**src/rtl/systick_pkg.sv**
```systemverilog
// Shared constants of the tick timer: register offsets and control bit positions.
// Assumes byte addressing with word-aligned registers.
package systick_pkg;
    localparam int ADDR_W = 12;
    localparam int DATA_W = 32;

    localparam logic [ADDR_W-1:0] OFS_CTRL   = 12'h010;
    localparam logic [ADDR_W-1:0] OFS_RELOAD = 12'h014;
    localparam logic [ADDR_W-1:0] OFS_CUR    = 12'h018;
    localparam logic [ADDR_W-1:0] OFS_CAL    = 12'h01C;

    localparam int BIT_RUN  = 0;
    localparam int BIT_INT  = 1;
    localparam int BIT_SRC  = 2;
    localparam int BIT_FLAG = 16;
endpackage

```
**src/rtl/systick_count.sv**
```systemverilog
// Count engine: holds the live count, decrements on each qualified tick,
// reloads on expiry or on a restart request. Assumes restart has priority
// over a tick arriving in the same cycle.
module systick_count #(
    parameter int CNT_W = 24
) (
    input  logic             clk,
    input  logic             rst_n,
    input  logic             run,
    input  logic             tick,
    input  logic             restart,
    input  logic [CNT_W-1:0] reload,
    output logic [CNT_W-1:0] count,
    output logic             expire
);
    logic at_zero;

    // Detects the tick that ends a period.
    always_comb begin
        at_zero = (count == '0);
        expire  = run && tick && at_zero && !restart;
    end

    // Holds, decrements or reloads the live count.
    always_ff @(posedge clk) begin
        if (!rst_n) begin
            count <= '0;
        end else if (restart) begin
            count <= reload;
        end else if (run && tick) begin
            if (at_zero) count <= reload;
            else         count <= count - 1'b1;
        end
    end

    // a non-final tick moves the count down by one
    p_step_down_r3: assert property (@(posedge clk) disable iff (!rst_n)
        (run && tick && !restart && count != '0) |=> (count == $past(count) - 1'b1));

    // a restart loads the reload value
    p_restart_loads_r6: assert property (@(posedge clk) disable iff (!rst_n)
        restart |=> (count == $past(reload)));

    // without a qualified tick the count holds
    p_hold_r11: assert property (@(posedge clk) disable iff (!rst_n)
        (!restart && !(run && tick)) |=> $stable(count));
endmodule

```
**src/rtl/systick_regs.sv**
```systemverilog
// Register block: decodes the four word registers, keeps the control bits,
// the sticky flag and the reload value, and forms the interrupt pulse.
// Assumes reg_rdata is sampled in the same cycle as reg_rd.
module systick_regs
    import systick_pkg::*;
#(
    parameter int CNT_W     = 24,
    parameter int CAL_VALUE = 10000
) (
    input  logic              clk,
    input  logic              rst_n,
    input  logic [ADDR_W-1:0] reg_addr,
    input  logic              reg_wr,
    input  logic              reg_rd,
    input  logic [DATA_W-1:0] reg_wdata,
    input  logic [CNT_W-1:0]  count,
    input  logic              expire,
    output logic              run,
    output logic              src_core,
    output logic              restart,
    output logic [CNT_W-1:0]  reload,
    output logic [DATA_W-1:0] reg_rdata,
    output logic              tick_irq
);
    logic int_en;
    logic flag;
    logic wr_ctrl, wr_reload, wr_cur, rd_ctrl;

    // Decodes access strobes and the restart request.
    always_comb begin
        wr_ctrl   = reg_wr && (reg_addr == OFS_CTRL);
        wr_reload = reg_wr && (reg_addr == OFS_RELOAD);
        wr_cur    = reg_wr && (reg_addr == OFS_CUR);
        rd_ctrl   = reg_rd && (reg_addr == OFS_CTRL);
        restart   = wr_cur || (wr_ctrl && reg_wdata[BIT_RUN] && !run);
    end

    // Control bits: software writes win over the zero-reload self stop.
    always_ff @(posedge clk) begin
        if (!rst_n) begin
            run      <= 1'b0;
            int_en   <= 1'b0;
            src_core <= 1'b0;
        end else if (wr_ctrl) begin
            run      <= reg_wdata[BIT_RUN];
            int_en   <= reg_wdata[BIT_INT];
            src_core <= reg_wdata[BIT_SRC];
        end else if (expire && reload == '0) begin
            run      <= 1'b0;
        end
    end

    // Sticky expiry flag; a fresh expiry beats a clear.
    always_ff @(posedge clk) begin
        if (!rst_n)                 flag <= 1'b0;
        else if (expire)            flag <= 1'b1;
        else if (rd_ctrl || wr_cur) flag <= 1'b0;
    end

    // Reload value, low CNT_W bits only.
    always_ff @(posedge clk) begin
        if (!rst_n)         reload <= '0;
        else if (wr_reload) reload <= reg_wdata[CNT_W-1:0];
    end

    // One-cycle interrupt request on an enabled expiry.
    always_ff @(posedge clk) begin
        if (!rst_n) tick_irq <= 1'b0;
        else        tick_irq <= expire && int_en;
    end

    // Read data multiplexer.
    always_comb begin
        reg_rdata = '0;
        unique case (reg_addr)
            OFS_CTRL: begin
                reg_rdata[BIT_RUN]  = run;
                reg_rdata[BIT_INT]  = int_en;
                reg_rdata[BIT_SRC]  = src_core;
                reg_rdata[BIT_FLAG] = flag;
            end
            OFS_RELOAD: reg_rdata[CNT_W-1:0] = reload;
            OFS_CUR:    reg_rdata[CNT_W-1:0] = run ? count : '0;
            OFS_CAL:    reg_rdata = DATA_W'(CAL_VALUE);
            default:    reg_rdata = '0;
        endcase
    end

    // an enabled expiry yields a pulse and a set flag
    p_irq_on_expire_r4: assert property (@(posedge clk) disable iff (!rst_n)
        (expire && int_en) |=> (tick_irq && flag));

    // the request stays quiet when interrupts are disabled
    p_no_irq_masked_r4: assert property (@(posedge clk) disable iff (!rst_n)
        (expire && !int_en) |=> !tick_irq);

    // a control read without a new expiry clears the flag
    p_flag_clear_r5: assert property (@(posedge clk) disable iff (!rst_n)
        (rd_ctrl && !expire) |=> !flag);

    // expiry with zero reload stops counting
    p_zero_stop_r7: assert property (@(posedge clk) disable iff (!rst_n)
        (expire && reload == '0 && !wr_ctrl) |=> !run);
endmodule

```
**src/rtl/systick_timer.sv**
```systemverilog
// Top of the tick timer: selects the tick source and joins the register
// block to the count engine. Assumes ref_tick is synchronous to clk.
module systick_timer
    import systick_pkg::*;
#(
    parameter int CNT_W     = 24,
    parameter int CAL_VALUE = 10000
) (
    input  logic              clk,
    input  logic              rst_n,
    input  logic              ref_tick,
    input  logic [ADDR_W-1:0] reg_addr,
    input  logic              reg_wr,
    input  logic              reg_rd,
    input  logic [DATA_W-1:0] reg_wdata,
    output logic [DATA_W-1:0] reg_rdata,
    output logic              tick_irq
);
    logic             run, src_core, restart, expire, tick;
    logic [CNT_W-1:0] reload, count;

    // Selects the decrement qualifier.
    always_comb tick = src_core ? 1'b1 : ref_tick;

    systick_regs #(.CNT_W(CNT_W), .CAL_VALUE(CAL_VALUE)) u_regs (
        .clk(clk), .rst_n(rst_n), .reg_addr(reg_addr), .reg_wr(reg_wr),
        .reg_rd(reg_rd), .reg_wdata(reg_wdata), .count(count), .expire(expire),
        .run(run), .src_core(src_core), .restart(restart), .reload(reload),
        .reg_rdata(reg_rdata), .tick_irq(tick_irq)
    );

    systick_count #(.CNT_W(CNT_W)) u_count (
        .clk(clk), .rst_n(rst_n), .run(run), .tick(tick), .restart(restart),
        .reload(reload), .count(count), .expire(expire)
    );

    // the request is never longer than one cycle
    p_pulse_width_r4: assert property (@(posedge clk) disable iff (!rst_n)
        tick_irq |=> !tick_irq || $past(expire));
endmodule

```
**config.mk**
```make
export PLATFORM = sky130hd
export DESIGN_NAME = systick_timer
export DESIGN_NICKNAME = d
export VERILOG_FILES = /design/src/rtl/systick_pkg.sv /design/src/rtl/systick_count.sv /design/src/rtl/systick_regs.sv /design/src/rtl/systick_timer.sv
export SDC_FILE = /design/constraint.sdc
export NUM_CORES = 1
export LEC_CHECK = 0
export CORE_ASPECT_RATIO = 0.75
export CORE_MARGIN = 4
export CORE_UTILIZATION = 45
export DETAILED_ROUTE_END_ITERATION = 12
export PLACE_DENSITY_LB_ADDON = 0.15
export RECOVER_POWER = 100
export SLEW_MARGIN = 10
export SYNTH_ARGS = -nofsm -noshare
export SYNTH_HDL_FRONTEND = slang
export SYNTH_SLANG_ARGS = --single-unit
```
**constraint.sdc**
```tcl
create_clock -name clk -period 8.8 [get_ports clk]
set_clock_uncertainty 0.05 [all_clocks]
set_input_delay 2.64 -clock clk [delete_from_list [all_inputs] [get_ports clk]]
set_output_delay 2.64 -clock clk [all_outputs]
set_load 0.05 [all_outputs]
```
==> metrics.txt, run 1 <==
Int Power=315 uW; clock share of power=0.337; CTS tree=yes; Comb power frac=0.097; Routed Antenna Nets=0; total track usage=0.244; Post-synth top cells=nand2_1, dfxtp_1, clkbuf_1, a21boi_0, o21ai_0; Leakage=0.00140 uW; Seq/Total Area, Yosys=0.322; Worst setup EP type=primary output; # fillers=705; Synth Instances=417; status=complete, but fails checks; Die Footprint=8780 sq um; most area-hungry cell type in the Yosys netlist=dfxtp_1; cell area power density=108 nW/um^2; RSZ-0062 raised after global routing=no; warnings from Yosys=0; Iter 0 DRT Violations=348; fraction of layout cells with a size suffix above 1=0.0431; ys async rst share=0; Post-CTS Hold Fix Bufs=0; worst endpoint data arrival time=5.70 ns; DR pass1 iterations=5; fraction of the cycle the final worst path needs=0.953; switch share=0.256; WL per Instance=19.5 um; # setup viols final=0; Via density=6.20; fin. max-slew vios=13; violated checks=capacitance limit, slew limit; Die X=107 um; vias in the first global route=3122; GR Util met3=0.0295; TritonCTS Buffers=5; WP data required=6.11 ns; clk slew on worst S/H paths=0.09 ns; routability congestion estimate=0.928; Core ar.=6960 sq um; M1 GR Usage=0.362; number of max-cap violations=1; Clk Latency, worst-skew pair=0.32 ns; Final Hold Viols=0; Setup TNS=0 ns; Cell Area, Synth=3300 sq um; largest net degree at the start of global routing=59; Hold Slack=0.426 ns; number of synthesized flops with an enable pin=0; Yosys cell types=62; Clock Tree Buf Depth=2; Avg Inst Size Synth=7.91 sq um; GR Util met2=0.361; HPWL Detailed=7850 um; Nets=515; worst slew margin relative to its limit=-0.204; number of port buffers=65; hold crit path type=flop to flop; I/O pin cnt=82; register area=1060 sq um; Net Sw Power=108 uW; most frequent cell after synthesis=nand2_1; critical path class=primary input to primary output; row count=26; initial antenna violation count=0; area grow syn2layout=19.3%; CTS resizes=0; level count of the clock H-tree=2; post-synth top area share=0.322; DRT Wirelength=10900 um; Worst Max-Slew Pin Slew=1.79 ns; Most Crowded Layer GR=met1; grt total ovfl=0; # clock sinks=53; VDD IR max=0.0000658 V; min cycle time layout=8.39 ns; Die H=82.1 um; # diodes=0; #FFs+latches synth=53; setup bufs post-CTS=0; vias=3484; number of remaining DRC errors=0; Root Driver=clkbuf_8; fmax=119 MHz; Initial Util=0.474; global-route wire length before repair=16500 um; CP max FO=13; Seq pwr share=0.566; predominant post-synthesis flop cell=dfxtp_1; critical path launch point type=primary input; synth top area cells=dfxtp_1, nand2_1, a21boi_0; Multi-input gate area=2050 sq um; Final Util=0.565
[logic make-up (layout without fill, tap and decap cells)]
logic type,Yosys count,after routing,synth area share
AO/OA/AOI/OAI,125,125,0.273
adder cells (fa/ha/maj),2,2,0.00759
buffers and inverters,44,84,0.0603
flip-flops,53,53,0.322
multiplexers,13,13,0.0402
other,1,8,0.00114
AND/OR/NAND/NOR,179,179,0.296
[metrics by stage]
step	setup slack, ns	area [sq um]	power (uW)	cells
after floorplan	1.13	3320	266	424
after global placement	0.689	3930	286	555
after detailed placement	0.705	3930	286	555
after CTS	0.692	4010	426	562
after global routing	0.318	3940	435	562
final	0.412	3940	424	562
[worst paths after layout]
kind | startpoint | end | slack [ns] | depth (start not counted)
setup / recovery | reg_addr[7] | reg_rdata[16] | 0.41 | 5
hold reg to reg | u_regs.int_en | u_regs.tick_irq | 0.43 | 2
setup reg to reg | u_regs.run | u_count.count[23] | 5.55 | 6
hold / removal | u_regs.int_en | u_regs.tick_irq | 0.43 | 2
[placed cells by master (no fill, tap or decap), types with 3 or more instances in the layout]
master,Yosys,routed
nand2_1,65,65
nand2b_1,3,3
o221ai_1,3,3
dlygate4sd3_1,0,12
mux2i_1,11,11
a22o_1,17,17
nand4_1,11,11
clkdlybuf4s50_1,0,38
o2111ai_1,3,3
nor4_1,18,19
nor2_1,14,14
clkbuf_8,0,5
o21ai_0,19,19
o311ai_0,3,3
a21oi_1,18,18
clkbuf_1,27,17
and2_1,4,3
buf_4,8,4
or3_1,3,4
o211ai_1,3,3
o31ai_1,5,5
nor3_1,9,9
dfxtp_1,53,53
or4_1,7,7
nand3_1,16,16
or2_2,3,3
conb_1,1,8
inv_1,6,6
and4_1,5,5
a21boi_0,26,28
nor2b_1,4,4
o2bb2ai_1,4,4
[power groups by stage]
stage	Clock [uW]	Sequential, uW	Combinational (uW)
global placement	0	245	40.4
floorplan	0	245	21.1
finish	143	240	41.2
detailed placement	0	245	41.0
CTS	145	240	41.2
global route	151	240	43.5
[flip-flops by register name (all words and copies together), names as in the netlist]
name	cells
u_regs.flag	1
u_regs.src_core	1
u_regs.reload	24
u_count.count	24
u_regs.tick_irq	1
u_regs.run	1
u_regs.int_en	1
[critical path: stages]
cell and delay (ns):
dlygate4sd3_1 0.54, or4_1 0.60, or3_1 0.58, o31ai_1 0.41, dlygate4sd3_1 0.93
[layer usage]
layer / up-vias / wire length (um) / part of all wire
met2: 192 / 4480 / 0.41
li1: 1658 / - / -
met3: 20 / 1110 / 0.10
met5: - / 0 / 0
met1: 1614 / 5110 / 0.47
met4: 0 / 239 / 0.022
[area by class of cell]
cell class | count | share of cell area
multi-input combinational | 327 | 0.521
sequential | 53 | 0.270
timing repair buffer | 71 | 0.151
tap | 98 | 0.0312
clock buffer | 5 | 0.0175
inverter | 6 | 0.00572
clock inverter | 2 | 0.00413
(Power assumes the default switching activity.)
==> inputs of run 2 (changes only) <==
Settings changed: DONT_BUFFER_PORTS set to 1.
==> metrics.txt, run 2 (synthesis results as in run 1) <==
Core ar.=6960 sq um; DRT Wirelength=10400 um; Setup TNS=0 ns; area grow syn2layout=3.45%; vias in the first global route=3017; WP data required=6.11 ns; min setup slack post-route=0.858 ns; largest net degree at the start of global routing=59; clk slew on worst S/H paths=0.10 ns; worst slew margin relative to its limit=-0.141; RSZ-0062 raised after global routing=no; Root Driver=clkbuf_8; number of remaining DRC errors=0; Die X=107 um; Via density=6.56; Die H=82.1 um; Routed Antenna Nets=0; design area=3410 sq um; Reg2Reg Depth=7; fmax=126 MHz; Nets=451; critical path launch point type=primary input; HPWL Detailed=7480 um; critical path class=primary input to primary output; Crit path largest cell delay=1.44 ns; Iter 0 DRT Violations=212; most frequent cells in the layout=nand2_1, dfxtp_1, a21boi_0, o21ai_0; # fillers=717; crit-path cells=or4_1 > or3_1 > o31ai_1; Initial Util=0.474; Clk Latency, worst-skew pair=0.32 ns; Leakage=0.00116 uW; fraction of the cycle the final worst path needs=0.903; global-route wire length before repair=16600 um; Final Hold Viols=0; Worst Max-Slew Pin Slew=1.70 ns; top flop regs=u_count.count (24), u_regs.reload (24); routability congestion estimate=0.875; WL per Instance=20.9 um; Clock Tree Buf Depth=2; # diodes=0; Layout Cells excl Fill=499; # setup viols final=0; status=complete, but fails checks; Final Util=0.490; TritonCTS Buffers=5; level count of the clock H-tree=2; Worst setup EP type=primary output; # clock sinks=53; initial antenna violation count=0; row count=26; Post-CTS Hold Fix Bufs=0; placed cell area=3330 sq um; Crit-path slowest cell=o31ai_1; Post-Place Cells=491; fraction of layout cells with a size suffix above 1=0.0499; vias=3274; CP max FO=13; most common cell after layout, fill and taps aside=nand2_1; total track usage=0.243; setup bufs post-CTS=0; Die Footprint=8780 sq um; cell area power density=127 nW/um^2; number of port buffers=0; DP Worst Slack=1.19 ns; number of max-cap violations=3; CTS tree=yes; hold crit path type=flop to flop; grt total ovfl=0; CTS resizes=0; Min-Delay Path Depth=2; violated checks=capacitance limit, slew limit; worst endpoint data arrival time=5.25 ns; I/O pin cnt=82; fin. max-slew vios=15; VDD IR max=0.0000785 V; min cycle time layout=7.94 ns; DR pass1 iterations=5
run 2: changes by cell type in the layout (fill, tap and decap cells not counted), sizes merged:
cell / before / now
clkinv: 1 / 0
buf: 4 / 2
bufinv: 0 / 1
clkdlybuf4s50: 38 / 0
clkinvlp: 1 / 0
inv: 6 / 8
dlygate4sd3: 12 / 0
clkbuf: 22 / 10
run 2: worst max-delay path: cells and delay by family:
kind	cells	cell delay (ns)
simple gates	2	1.17
compound gates	1	1.44
run 2: power by group:
group          internal, uW  switching [uW]  leakage [uW]
clock network          87.0            91.4     0.0000591
logic                  4.65            11.3      0.000676
registers               240          0.0433      0.000427
run 2: layer usage:
metal  part of all wire  global-route usage  wire, um
met1               0.47               0.361      4890
met3               0.10              0.0567      1050
met5                  0                   0         0
met2               0.42               0.347      4360
met4              0.014              0.0702       144
run 2: cell type report:
class	count	area (sq um)	share of cell area
clock inverters	3	47.5	0.0139
well taps	98	123	0.0359
multi-input cells	327	2060	0.602
clock buffers	5	68.8	0.0202
repair buffers	7	33.8	0.00990
inverters	6	22.5	0.00660
flip-flops and latches	53	1060	0.311
run 2: per-stage QoR:
| stage | power, uW | hold WS (ns) |
|---|---|---|
| 4_1_cts | 435 | 0.405 |
| 2_1_floorplan | 266 | 0.370 |
| 3_3_place_gp | 261 | 0.390 |
| 5_1_grt | 444 | 0.435 |
| 6_report | 434 | 0.401 |
| 3_5_place_dp | 261 | 0.389 |
run 2: final timing paths:
path,from,endpoint,slack (ns)
setup / recovery,reg_addr[7],reg_rdata[16],0.86
hold / removal,u_regs.int_en,u_regs.tick_irq,0.40
setup reg to reg,u_count.count[0],u_count.count[23],5.70
hold reg to reg,u_regs.int_en,u_regs.tick_irq,0.40
==> inputs of run 3 (changes only) <==
Settings changed: MAX_ROUTING_LAYER set to met4.
==> metrics.txt, run 3 (synthesis results as in run 1) <==
status=complete, but fails checks; violated checks=capacitance limit, slew limit; worst endpoint data arrival time=5.22 ns; Worst Max-Slew Pin Slew=1.69 ns; min cycle time layout=7.91 ns; # diodes=0; fraction of the cycle the final worst path needs=0.899; WL per Instance=21.0 um; Crit path max-delay family=compound AO/OA/AOI/OAI gates; VDD IR max=0.0000783 V; fmax=126 MHz; Hold Path Origin=u_regs.int_en; Worst setup EP type=primary output; crit-path cells=or4_1 > or3_1 > o31ai_1; worst reg2reg endpoint=u_count.count[23]; DR pass1 iterations=5; row count=26; level count of the clock H-tree=2; total track usage=0.250; Initial Util=0.474; min setup slack post-route=0.886 ns; number of remaining DRC errors=0; Clk Latency, worst-skew pair=0.32 ns; Min-Delay Path Depth=2; GR Util met2=0.342; CTS resizes=0; Crit path largest cell delay=1.43 ns; CP bufs+invs=0; Die Footprint=8780 sq um; area grow syn2layout=3.45%; Tot Pwr=433 uW; worst hold endpoint=u_regs.tick_irq; I/O pin cnt=82; Hold Slack=0.403 ns; Final Hold Viols=0; CTS tree=yes; Post-CTS Hold Fix Bufs=0; cell area power density=127 nW/um^2; CP max FO=13; top flop regs=u_count.count (24), u_regs.reload (24); Setup TNS=0 ns; Die H=82.1 um; vias=3245; vias in the first global route=2999; fin. max-slew vios=15; GR Util met3=0.0497; most frequent cells in the layout=nand2_1, dfxtp_1, a21boi_0, o21ai_0; setup bufs post-CTS=0; FF-to-FF setup slack=5.70 ns; clk slew on worst S/H paths=0.10 ns; hold crit path type=flop to flop; critical path class=primary input to primary output; Iter 0 DRT Violations=215; most common cell after layout, fill and taps aside=nand2_1; DRT Wirelength=10500 um; Clock Tree Buf Depth=2; Core ar.=6960 sq um; Reg2Reg Depth=7; Crit Reg-Reg Startpoint=u_count.count[0]; RSZ-0062 raised after global routing=no; Routed Antenna Nets=0; DP Worst Slack=1.19 ns; number of max-cap violations=3; Via density=6.50; grt total ovfl=0; largest net degree at the start of global routing=59; Leakage=0.00116 uW; Die X=107 um; initial antenna violation count=0; global-route wire length before repair=16600 um; worst slew margin relative to its limit=-0.139; critical path launch point type=primary input; number of port buffers=0; Nets=451; # clock sinks=53; HPWL Detailed=7480 um; TritonCTS Buffers=5; routability congestion estimate=0.890; Final Util=0.490; Root Driver=clkbuf_8; Crit-path slowest cell=o31ai_1; Most Crowded Layer GR=met1; # setup viols final=0; fraction of layout cells with a size suffix above 1=0.0499; WP data required=6.11 ns; M1 GR Usage=0.370
==> run 3: cell counts in the layout (fill, tap and decap cells not counted) <==
No cell type changed its count.
==> run 3: layout make-up <==
class                           instances  area [sq um]
Clock buffer                            5          68.8
Clock inverter                          3          47.5
Fill cell                             717          3550
Inverter                                6          22.5
Multi-Input combinational cell        327          2060
Sequential cell                        53          1060
Tap cell                               98           123
Timing Repair Buffer                    7          33.8
==> run 3: worst max path at each step <==
| stage | from | to | slack (ns) | depth (start not counted) |
|---|---|---|---|---|
| after CTS | reg_addr[7] | reg_rdata[20] | 1.18 | 4 |
| after floorplan | reg_addr[7] | reg_rdata[16] | 1.13 | 4 |
| final | reg_addr[7] | reg_rdata[16] | 0.89 | 3 |
| after global routing | reg_addr[7] | reg_rdata[16] | 0.75 | 3 |
| after detailed placement | reg_addr[7] | reg_rdata[22] | 1.19 | 4 |
| after global placement | reg_addr[7] | reg_rdata[20] | 1.19 | 4 |
==> run 3: power by group <==
group / internal, uW / total [uW] / leakage (uW) / switching (uW)
Combinational: 4.63 / 16.1 / 0.000676 / 11.4
Clock: 87.0 / 177 / 0.0000591 / 90.2
Sequential: 240 / 240 / 0.000427 / 0.0426
Total: 331 / 433 / 0.00116 / 102
==> run 3: stage by stage <==
step	std cells	cell area, sq um
finish	499	3410
global route	499	3410
CTS	499	3450
detailed placement	491	3330
global placement	491	3330
floorplan	424	3320
==> run 3: metal layers <==
layer	vias up	share of wire
li1	1523	-
met1	1542	0.47
met2	165	0.41
met3	15	0.096
met5	-	0
met4	0	0.014
==> run 3: worst reg2reg max path, cell delays in order, from the launching register on <==
cell      delay [ns]
dfxtp_1         0.42
inv_1           0.11
ha_1            0.20
nor3b_1         0.14
and4_1          0.32
a21boi_0        1.29
mux2_2          0.44
o21ai_0         0.07
